`src/rtl/pc_seq_pkg.sv`:
```
package pc_seq_pkg;

  localparam int unsigned PC_INSTR_W = 16;
  localparam int unsigned PC_ADDR_W  = 15;

  // Displacement field placement inside the instruction word
  localparam int unsigned DISP_PART_W = 3;
  localparam int unsigned DISP_HI_LSB = 6;
  localparam int unsigned DISP_LO_LSB = 0;

  typedef enum logic [1:0] {
    ACT_COUNT  = 2'd0,
    ACT_JUMP   = 2'd1,
    ACT_BRANCH = 2'd2
  } pc_action_e;

endpackage

```
`src/rtl/pc_disp_extract.sv`:
```
module pc_disp_extract
  import pc_seq_pkg::*;
#(
  parameter int unsigned INSTR_W = PC_INSTR_W,
  parameter int unsigned ADDR_W  = PC_ADDR_W,
  parameter int unsigned PART_W  = DISP_PART_W,
  parameter int unsigned HI_LSB  = DISP_HI_LSB,
  parameter int unsigned LO_LSB  = DISP_LO_LSB
) (
  input  logic [INSTR_W-1:0] instr,
  output logic [ADDR_W-1:0]  disp_ext
);

  localparam int unsigned DISP_W = 2 * PART_W;

  logic [PART_W-1:0] part_hi;
  logic [PART_W-1:0] part_lo;
  logic [DISP_W-1:0] disp_raw;

  assign part_hi  = instr[HI_LSB +: PART_W];
  assign part_lo  = instr[LO_LSB +: PART_W];
  assign disp_raw = {part_hi, part_lo};

  generate
    if (ADDR_W > DISP_W) begin : g_extend
      assign disp_ext = {{(ADDR_W-DISP_W){disp_raw[DISP_W-1]}}, disp_raw};
    end else begin : g_trunc
      assign disp_ext = disp_raw[ADDR_W-1:0];
    end
  endgenerate

  // low bits of the extended value follow the two fields
  always_comb begin
    assert_disp_fields_R6: assert (disp_ext[DISP_W-1:0] ==
      {instr[HI_LSB +: PART_W], instr[LO_LSB +: PART_W]});
  end

endmodule

```
`src/rtl/pc_next_select.sv`:
```
module pc_next_select
  import pc_seq_pkg::*;
#(
  parameter int unsigned INSTR_W = PC_INSTR_W,
  parameter int unsigned ADDR_W  = PC_ADDR_W
) (
  input  logic [ADDR_W-1:0]  pc_cur,
  input  logic [ADDR_W-1:0]  disp_ext,
  input  logic [INSTR_W-1:0] src_a_data,
  input  logic               load_en,
  input  logic               jump_sel,
  input  logic               cond_neg,
  input  logic               flag_neg,
  input  logic               flag_zero,
  output pc_action_e         action,
  output logic [ADDR_W-1:0]  pc_nxt
);

  function automatic logic [ADDR_W-1:0] wrap_inc(input logic [ADDR_W-1:0] a);
    return a + ADDR_W'(1);
  endfunction

  function automatic logic [ADDR_W-1:0] wrap_add(input logic [ADDR_W-1:0] a,
                                                 input logic [ADDR_W-1:0] b);
    return a + b;
  endfunction

  logic cond_met;
  logic unused_src_hi;

  assign cond_met      = cond_neg ? flag_neg : flag_zero;
  assign unused_src_hi = ^src_a_data[INSTR_W-1:ADDR_W];

  always_comb begin
    if (!load_en)      action = ACT_COUNT;
    else if (jump_sel) action = ACT_JUMP;
    else if (cond_met) action = ACT_BRANCH;
    else               action = ACT_COUNT;
  end

  always_comb begin
    unique case (action)
      ACT_JUMP:   pc_nxt = src_a_data[ADDR_W-1:0];
      ACT_BRANCH: pc_nxt = wrap_add(pc_cur, disp_ext);
      default:    pc_nxt = wrap_inc(pc_cur);
    endcase
  end

  // counting is chosen whenever the load enable is low
  always_comb begin
    if (!load_en) assert_count_sel_R2: assert (action == ACT_COUNT);
  end

endmodule

```
`src/rtl/pc_sequencer.sv`:
```
module pc_sequencer
  import pc_seq_pkg::*;
#(
  parameter int unsigned INSTR_W = PC_INSTR_W,
  parameter int unsigned ADDR_W  = PC_ADDR_W
) (
  input  logic               clk,
  input  logic               rst,
  input  logic [INSTR_W-1:0] instr,
  input  logic               load_en,
  input  logic               jump_sel,
  input  logic               cond_neg,
  input  logic [INSTR_W-1:0] src_a_data,
  input  logic               flag_neg,
  input  logic               flag_zero,
  output logic [ADDR_W-1:0]  pc_q
);

  logic [ADDR_W-1:0] disp_ext;
  logic [ADDR_W-1:0] pc_nxt;
  pc_action_e        action;

  pc_disp_extract #(
    .INSTR_W (INSTR_W),
    .ADDR_W  (ADDR_W)
  ) u_disp (
    .instr    (instr),
    .disp_ext (disp_ext)
  );

  pc_next_select #(
    .INSTR_W (INSTR_W),
    .ADDR_W  (ADDR_W)
  ) u_sel (
    .pc_cur     (pc_q),
    .disp_ext   (disp_ext),
    .src_a_data (src_a_data),
    .load_en    (load_en),
    .jump_sel   (jump_sel),
    .cond_neg   (cond_neg),
    .flag_neg   (flag_neg),
    .flag_zero  (flag_zero),
    .action     (action),
    .pc_nxt     (pc_nxt)
  );

  always_ff @(posedge clk) begin
    if (rst) pc_q <= '0;
    else     pc_q <= pc_nxt;
  end

  // Named events for the checks below
  logic ev_branch_neg_miss;
  logic ev_branch_zero_miss;
  assign ev_branch_neg_miss  = load_en && !jump_sel &&  cond_neg && !flag_neg;
  assign ev_branch_zero_miss = load_en && !jump_sel && !cond_neg && !flag_zero;

  assert_reset_clear_R1: assert property (@(posedge clk)
    rst |=> pc_q == '0);

  assert_count_step_R2: assert property (@(posedge clk) disable iff (rst)
    !load_en |=> pc_q == ADDR_W'($past(pc_q) + ADDR_W'(1)));

  assert_jump_load_R3: assert property (@(posedge clk) disable iff (rst)
    (load_en && jump_sel) |=> pc_q == $past(src_a_data[ADDR_W-1:0]));

  assert_neg_miss_R4: assert property (@(posedge clk) disable iff (rst)
    ev_branch_neg_miss |=> pc_q == ADDR_W'($past(pc_q) + ADDR_W'(1)));

  assert_zero_miss_R5: assert property (@(posedge clk) disable iff (rst)
    ev_branch_zero_miss |=> pc_q == ADDR_W'($past(pc_q) + ADDR_W'(1)));

endmodule

```
`config.mk`:
```
export PLATFORM = sky130hd
export DESIGN_NAME = pc_sequencer
export DESIGN_NICKNAME = d
export VERILOG_FILES = /design/src/rtl/pc_seq_pkg.sv /design/src/rtl/pc_disp_extract.sv /design/src/rtl/pc_next_select.sv /design/src/rtl/pc_sequencer.sv
export SDC_FILE = /design/constraint.sdc
export NUM_CORES = 1
export LEC_CHECK = 0
export ABC_AREA = 1
export BUFFER_PORTS_ARGS = -buffer_cell sky130_fd_sc_hd__clkbuf_2
export CAP_MARGIN = 20
export CORE_MARGIN = 2
export CORE_UTILIZATION = 40
export CTS_BUF_LIST = sky130_fd_sc_hd__clkbuf_2 sky130_fd_sc_hd__clkbuf_4 sky130_fd_sc_hd__clkbuf_8
export DETAILED_ROUTE_END_ITERATION = 7
export HOLD_SLACK_MARGIN = 0.06
export PLACE_DENSITY = 0.65
export SLEW_MARGIN = 40
export SYNTH_ARGS = -nofsm -noshare
export SYNTH_HDL_FRONTEND = slang
export SYNTH_SLANG_ARGS = --single-unit
```
`constraint.sdc`:
```
create_clock -name clk -period 3.56 [get_ports clk]
set_input_delay 1.068 -clock clk [delete_from_list [all_inputs] [get_ports clk]]
set_output_delay 1.068 -clock clk [all_outputs]
set_load 0.01 [all_outputs]
```
### Word-level counts from Yosys, hierarchy flattened

Index checks and enable logic that the tools add are counted.
W data, S select, Z words.

* bits in registers: 15

* $add $sub $neg: 2
* eq/ne operators: 2
* muxes and demuxes: 5

Operator list (count)
* $pmux W15 S2: 1
* $add A15 B1 Y15 const B: 1
* $add A15 B15 Y15: 1
* $mux W2: 3
* $eq A2 B1 Y1 const B: 1
* $eq A2 B2 Y1 const B: 1
* $mux W1: 1

### Depth between registers and ports, before layout

Gate-level depths: netlist of the first run.

* word-level depth: 6
* gate-level depth with buffers: 22
* mapped depth without buffers: 22

### Cells and area by module

From an unflattened synthesis of the first run, not the netlist that was laid out.

* cell total of the unflattened synthesis: 316
* area, all modules: 1750.4 sq um

Modules (own cells, without submodules)
* pc_next_select: area each 1213.7 sq um, cells an instance 255, times used 1
* pc_sequencer: area each 424.2 sq um, cells an instance 46, times used 1
* pc_disp_extract: area each 112.6 sq um, cells an instance 15, times used 1

### Worst setup path before layout of the first run

OpenSTA, ideal clock, no wires.

* path kind: input -> register
* start: input jump_sel
* end: register pc_q[8]
* setup time: 113 ps
* arrival time: 3161 ps
* required time: 3447 ps
* stages on the path: 20
* setup slack: 286 ps
* cells stage by stage: inv_1 nand2_2 nor2_4 nand2_1 or2_2 ha_1 inv_1 fa_1 inv_1 nand3_1 nand2_1 a21oi_1 nand2_2 nand2_2 clkinv_2 nand2_2 nand2_2 xor2_1 o21ai_1 inv_1

* word-level cells in the longest chain between the ends: 4

Ends and longest elaborated chain
* start, declared: RTL line pc_sequencer.sv:11 `input logic jump_sel,`
* $mux W2 *: RTL line pc_next_select.sv:36 `else if (jump_sel) action = ACT_JUMP;`
* $mux W2 *: RTL line pc_next_select.sv:35 `if (!load_en) action = ACT_COUNT;`
* $eq A2 B2 Y1 / $eq A2 B1 Y1 (equally long branches): RTL line pc_next_select.sv:42 `unique case (action)`
* $pmux W15 S2 *: RTL line pc_next_select.sv:42
* end signal, assigned: RTL line pc_sequencer.sv:49 `else pc_q <= pc_nxt;`
* end, declared: RTL line pc_sequencer.sv:16 `output logic [ADDR_W-1:0] pc_q`

Every way passes the cells marked *; elsewhere a longest branch is shown, timed or not.
A chain may end at the register's enable or synchronous reset.

### Worst setup path after layout of the first run

* start: input jump_sel
* end: register pc_q[10]

Same word-level chain as after synthesis.

==> metrics.txt, run 1 <==
CTS tree done; max reg flops 15; Max Freq 321 MHz; Post-synth EDFFs 0; synthesis-to-layout area growth 20.7%; # clock sinks 15; status finished, final reports clean; period utilisation layout 87.6%; final RePlAce weighted congestion 0.809; antenna violations before repair 0; drt drc 0; min-delay worst type flip-flop to flip-flop; CP arrival 3.27 ns; ANT cells 0; dominant cells by area after synthesis dfxtp_1 20%, nand2_1 10%, inv_1 10%, nor2_1 10%, nand2_2 6.7%; pin count of the biggest net entering global routing 20; Most used DFF post-synth dfxtp_1; Final Skew 0.000761 ns; proportion of layout cells with a drive suffix above 1 30.7%; share of the synthesized area in the top cell type 20.2%; Max transition margin 74.1%; row cnt 22; Reg area 300 um2; io pins 54; Core ar. 3610 um2; peak supply drop 0.151 mV; via count 1515; RSZ-0062 raised after global routing no; dpl cell area 1740 um2; die height 64.9 um; Filler Cell Count 379; PortBufs 42; hold-fix buffer count after cts 0; min Tclk post-route 3.12 ns; Post-Syn Area per Cell 6.21 um2; H-Tree Depth 1; Vias/cell 4.58; first-pass detailed-route iteration total 4; Synth top cells by count 41 x nand2_1, 40 x inv_1, 40 x nor2_1; routed wire length 3.34 mm; DR WL/cell 10.1 um; worst-path fanout max 3; Req. time, crit path 3.71 ns; Post-Syn Area 1490 um2; Final ANT Viol Nets 0; max cap viols 0; clk buf depth 2; largest register by flop count pc_q; Setup CP Type primary input to flip-flop; pwr dens 294 nW/um2; Tot GR Track Use 18.0%; Worst Tran Pin Value 0.384 ns; Post-CTS Setup Bufs 0; Synth area leader dfxtp_1; multi-input logic area 966 um2; Post-CTS Resized 0; CTS buffer count 3; count of final setup violators 0; syn_nets 284; CTS root buf clkbuf_8; Starting Density 41.2%; ys async rst share 0%; first-pass GRT wire length 6.03 mm; count leader, synth nand2_1; startpoint class of the critical path primary input; final max-slew violation count 0; Seq/Total Area, Yosys 20.2%; Synth Register Bits 15; CP endpoint kind flip-flop; Syn. warnings 0; nets@finish 329; final instance area 1790 um2; setup TNS 0 ns; DR iter-0 viols 89; Worst-Skew Late Latency 0.24 ns; die width 64.9 um; Top Registers pc_q (15); Mapped Cells 239; number of global-route vias before repair 1415; Pleak 1.05 nW; Final Hold Viols 0; Yosys cell types 31; Overflow after GRT 0; final HPWL from detailed placement 2.75 mm; clk slew on worst S/H paths 0.06 ns; die area 4220 um2
[cell usage in the layout, fill, tap and decap left out, types with 5 or more instances in the layout]
cell,count
inv_2,6
o21ai_0,13
nand2_2,16
a21oi_1,6
nand3_1,12
dfxtp_1,15
inv_1,40
nand4_1,6
nor2_1,40
clkbuf_2,42
xor2_1,5
ha_1,5
nand2_1,41
[per-stage QoR]
stage                     std cells  power, mW  hold WS, ns  utilization [%]  setup WS (ns)
after detailed placement        327      0.385        0.608             48.4          0.194
after CTS                       331      0.532        0.623             49.7          0.436
after floorplan                 239      0.329        0.645                -          0.286
after global routing            331      0.571        0.676             49.7          0.198
after global placement          327      0.383        0.602             48.4          0.186
final                           331      0.527        0.625             49.7          0.442
[path summary, 6_finish.rpt]
path	start	endpoint	depth (start not counted)	slack, ns
hold / removal	pc_q[0]	pc_q[0]	3	0.63
hold reg to reg	pc_q[0]	pc_q[0]	3	0.63
setup reg to reg	pc_q[0]	pc_q[10]	17	1.54
setup / recovery	jump_sel	pc_q[10]	22	0.44
[power by group]
part	total (mW)	switching, mW	internal, mW
clock	0.147	0.0599	0.0868
combinational	0.176	0.104	0.0721
sequential	0.204	0.0189	0.185
total	0.527	0.183	0.344
[layer usage]
| layer | track usage [%] | wire (um) | up-vias |
|---|---|---|---|
| li1 | - | - | 832 |
| met1 | 23.9 | 1650 | 649 |
| met2 | 29.8 | 1520 | 30 |
| met3 | 3.13 | 131 | 4 |
| met4 | 5.05 | 42 | 0 |
| met5 | 0 | 0 | - |
[final cells by class]
| class | count | area share (%) |
|---|---|---|
| Clock buffer | 4 | 2.72 |
| Inverter | 47 | 9.91 |
| Multi-Input combinational cell | 171 | 53.9 |
| Sequential cell | 15 | 16.7 |
| Tap cell | 48 | 3.35 |
| Timing Repair Buffer | 46 | 13.4 |
[critical path, cell delays in order]
cell      delay [ns]
clkbuf_2        0.09
inv_1           0.06
nand2_2         0.07
nor2_4          0.11
nand2_1         0.10
or2_2           0.29
ha_1            0.20
inv_1           0.07
fa_1            0.19
inv_1           0.05
nand3_1         0.06
nand2_1         0.09
a21oi_1         0.17
nand2_2         0.07
nand2_2         0.08
clkinv_2        0.06
nand2_2         0.07
nor2_1          0.05
o21ai_0         0.13
nand3_1         0.09
nand2_1         0.06
inv_1           0.03
[logic make-up after synthesis]
logic type	synth area share, %
AND/OR/NAND/NOR	44.7
buffers and inverters	14.7
AO/OA/AOI/OAI	10.0
flip-flops	20.2
XOR/XNOR	4.72
adder cells (fa/ha/maj)	5.56
No activity file was read; power rests on OpenSTA's default activity.
==> inputs of run 2 (changes only) <==
Settings changed: PLACE_DENSITY 0.65 to unset, PLACE_DENSITY_LB_ADDON set to 0.1, RECOVER_POWER set to 100.
==> run 2 against run 1 <==
Clock power barely moved; sequential share of layout area rose by 0.36 points; core utilization fell by 1.0 points; register-to-register slack barely moved; first-iteration DRC count fell by 38%; sequential cell count did not move; cell count did not move; maximum frequency fell by 2.9%; largest cell class unchanged; largest power group unchanged; highest routed layer unchanged.
==> metrics.txt, run 2 (synthesized netlist as in run 1, its figures left out) <==
Final Skew 0.00552 ns (was 0.000761 ns); row cnt 22 (unchanged); Tot GR Track Use 18.3% (was 18.0%); r2r setup slk 1.53 ns (was 1.54 ns); die area 4220 um2 (unchanged); Post-CTS Resized 0 (unchanged); first-pass GRT wire length 6.00 mm (was 6.03 mm); Worst-Skew Late Latency 0.25 ns (was 0.24 ns); # clock sinks 15 (unchanged); Worst R2R End pc_q[14] (was pc_q[10]); Pleak 0.995 nW (was 1.05 nW); proportion of layout cells with a drive suffix above 1 22.6% (was 30.7%); Max Freq 311 MHz (was 321 MHz); worst setup margin 0.350 ns (was 0.442 ns); final HPWL from detailed placement 2.83 mm (was 2.75 mm); Final Hold Viols 0 (unchanged); DR WL/cell 10.6 um (was 10.1 um); HP Start pc_q[0] (unchanged); via count 1497 (was 1515); CTS buffer count 3 (unchanged); crit-path cells clkbuf_1, inv_1, nor2_1, nor2_4, nand2_1, clkbuf_1, nor2_1, ha_1, or2_2, nand3b_1, nand2_1, nand3_1, nor2_1, nand2_1, nand2_1, nand2_1, nand2_1, nand2_1, nand3_1, nand2_1, inv_1 (was clkbuf_2, inv_1, nand2_2, nor2_4, nand2_1, or2_2, ha_1, inv_1, fa_1, inv_1, nand3_1, nand2_1, a21oi_1, nand2_2, nand2_2, clkinv_2, nand2_2, nor2_1, o21ai_0, nand3_1, nand2_1, inv_1); clk buf depth 2 (unchanged); CP delay by family, top simple AND/OR/NAND/NOR gates (unchanged); CP bufs+invs 4 (was 6); die width 64.9 um (unchanged); die height 64.9 um (unchanged); count of final setup violators 0 (unchanged); dpl cell area 1740 um2 (unchanged); worst-path fanout max 4 (was 3); nets@finish 329 (unchanged); clk slew on worst S/H paths 0.06 ns (about the same); FF-to-FF Start pc_q[0] (unchanged); Req. time, crit path 3.71 ns (about the same); Final ANT Viol Nets 0 (unchanged); antenna violations before repair 0 (unchanged); routed wire length 3.51 mm (was 3.34 mm); CP dominant cell by count nand2_1; Min Hold Slack 0.609 ns (was 0.625 ns); final RePlAce weighted congestion 0.789 (was 0.809); Core ar. 3610 um2 (unchanged); ANT cells 0 (unchanged); CP arrival 3.36 ns (was 3.27 ns); min Tclk post-route 3.21 ns (was 3.12 ns); slowest stage cell, crit path ha_1 (was or2_2); CTS root buf clkbuf_8 (unchanged); status finished, final reports clean (unchanged); io pins 54 (unchanged); hold depth 3 (unchanged); Pwr Total 0.524 mW (was 0.527 mW); RSZ-0062 raised after global routing no (unchanged); peak supply drop 0.156 mV (was 0.151 mV); Register-to-Register Path Depth 15 (was 17); H-Tree Depth 1 (unchanged); final max-slew violation count 0 (unchanged); startpoint class of the critical path primary input (unchanged); hold-fix buffer count after cts 0 (unchanged); most frequent cells in the layout 43 x nand2_1, 41 x inv_1, 41 x nor2_1 (was 42 x clkbuf_2, 41 x nand2_1, 40 x inv_1, 40 x nor2_1, 16 x nand2_2); Overflow after GRT 0 (unchanged); min-delay worst type flip-flop to flip-flop (unchanged); Vias/cell 4.52 (was 4.58); max reg flops 15 (unchanged); Post-CTS Setup Bufs 0 (unchanged); period utilisation layout 90.2% (was 87.6%); setup TNS 0 ns (unchanged); pre-CTS WS 0.149 ns (was 0.194 ns); max cap viols 0 (unchanged); CP endpoint kind flip-flop (unchanged); pwr dens 299 nW/um2 (was 294 nW/um2); fin util 48.7% (was 49.7%); Max transition margin 64.3% (was 74.1%); Setup CP Type primary input to flip-flop (unchanged); synthesis-to-layout area growth 18.2% (was 20.7%); Starting Density 41.2% (unchanged); delay of the slowest cell on the worst path 0.32 ns (was 0.29 ns); largest register by flop count pc_q (unchanged); number of global-route vias before repair 1403 (was 1415); drt drc 0 (unchanged); dpl cells 327 (unchanged); final instance area 1760 um2 (was 1790 um2); CTS tree done (unchanged); Top Registers pc_q (15) (unchanged); pin count of the biggest net entering global routing 16 (was 20); DR iter-0 viols 55 (was 89); Worst Hold End pc_q[0] (unchanged); most common cell after layout, fill and taps aside nand2_1 (was clkbuf_2); total stage count of the critical path 21 (was 22); PortBufs 42 (unchanged); Worst Tran Pin Value 0.534 ns (was 0.384 ns); Layout Cells excl Fill 331 (unchanged); first-pass detailed-route iteration total 4 (unchanged)
-- run 2: cell types whose count changed in the layout (fill, tap and decap cells not counted), sizes merged --
cell	change
buf	-1
clkbuf	+1
-- run 2: how the worst max path moves through the flow --
stage,startpoint,to,slack [ns]
2_1_floorplan,jump_sel,pc_q[8],0.29
3_3_place_gp,jump_sel,pc_q[12],0.16
3_5_place_dp,jump_sel,pc_q[12],0.15
4_1_cts,jump_sel,pc_q[12],0.41
5_1_grt,jump_sel,pc_q[8],0.07
6_report,cond_neg,pc_q[11],0.35
-- run 2: metal layers --
metal  global-route usage, %  wire length [um]
met5                       0                 0
met1                    23.6              1760
met4                    6.38                40
met3                    2.08               124
met2                    31.3              1590
-- run 2: cell type report --
class / count / area [um2]
flip-flops and latches: 15 / 300
multi-input cells: 171 / 953
clock buffers: 4 / 48.8
fillers: 412 / 1850
well taps: 48 / 60.1
repair buffers: 46 / 215
inverters: 47 / 178
-- run 2: worst reg2reg max path, stage by stage (launching register included) --
cell and delay (ns):
dfxtp_1 0.33, ha_1 0.16, inv_1 0.05, fa_1 0.41, inv_1 0.07, nand3_1 0.06, nand2_1 0.10, a21oi_1 0.08
nand2_2 0.06, nand2_2 0.06, nor2_1 0.13, nand3_1 0.12, nand3_1 0.10, nand3_1 0.07, nand2_1 0.07, inv_1 0.03
-- run 2: report_power, final --
part / leakage [nW] / switching (mW) / total (mW) / internal, mW
clock: 0.0262 / 0.0627 / 0.150 / 0.0869
combinational: 0.844 / 0.104 / 0.171 / 0.0669
sequential: 0.125 / 0.0183 / 0.204 / 0.185
total: 0.995 / 0.185 / 0.524 / 0.339
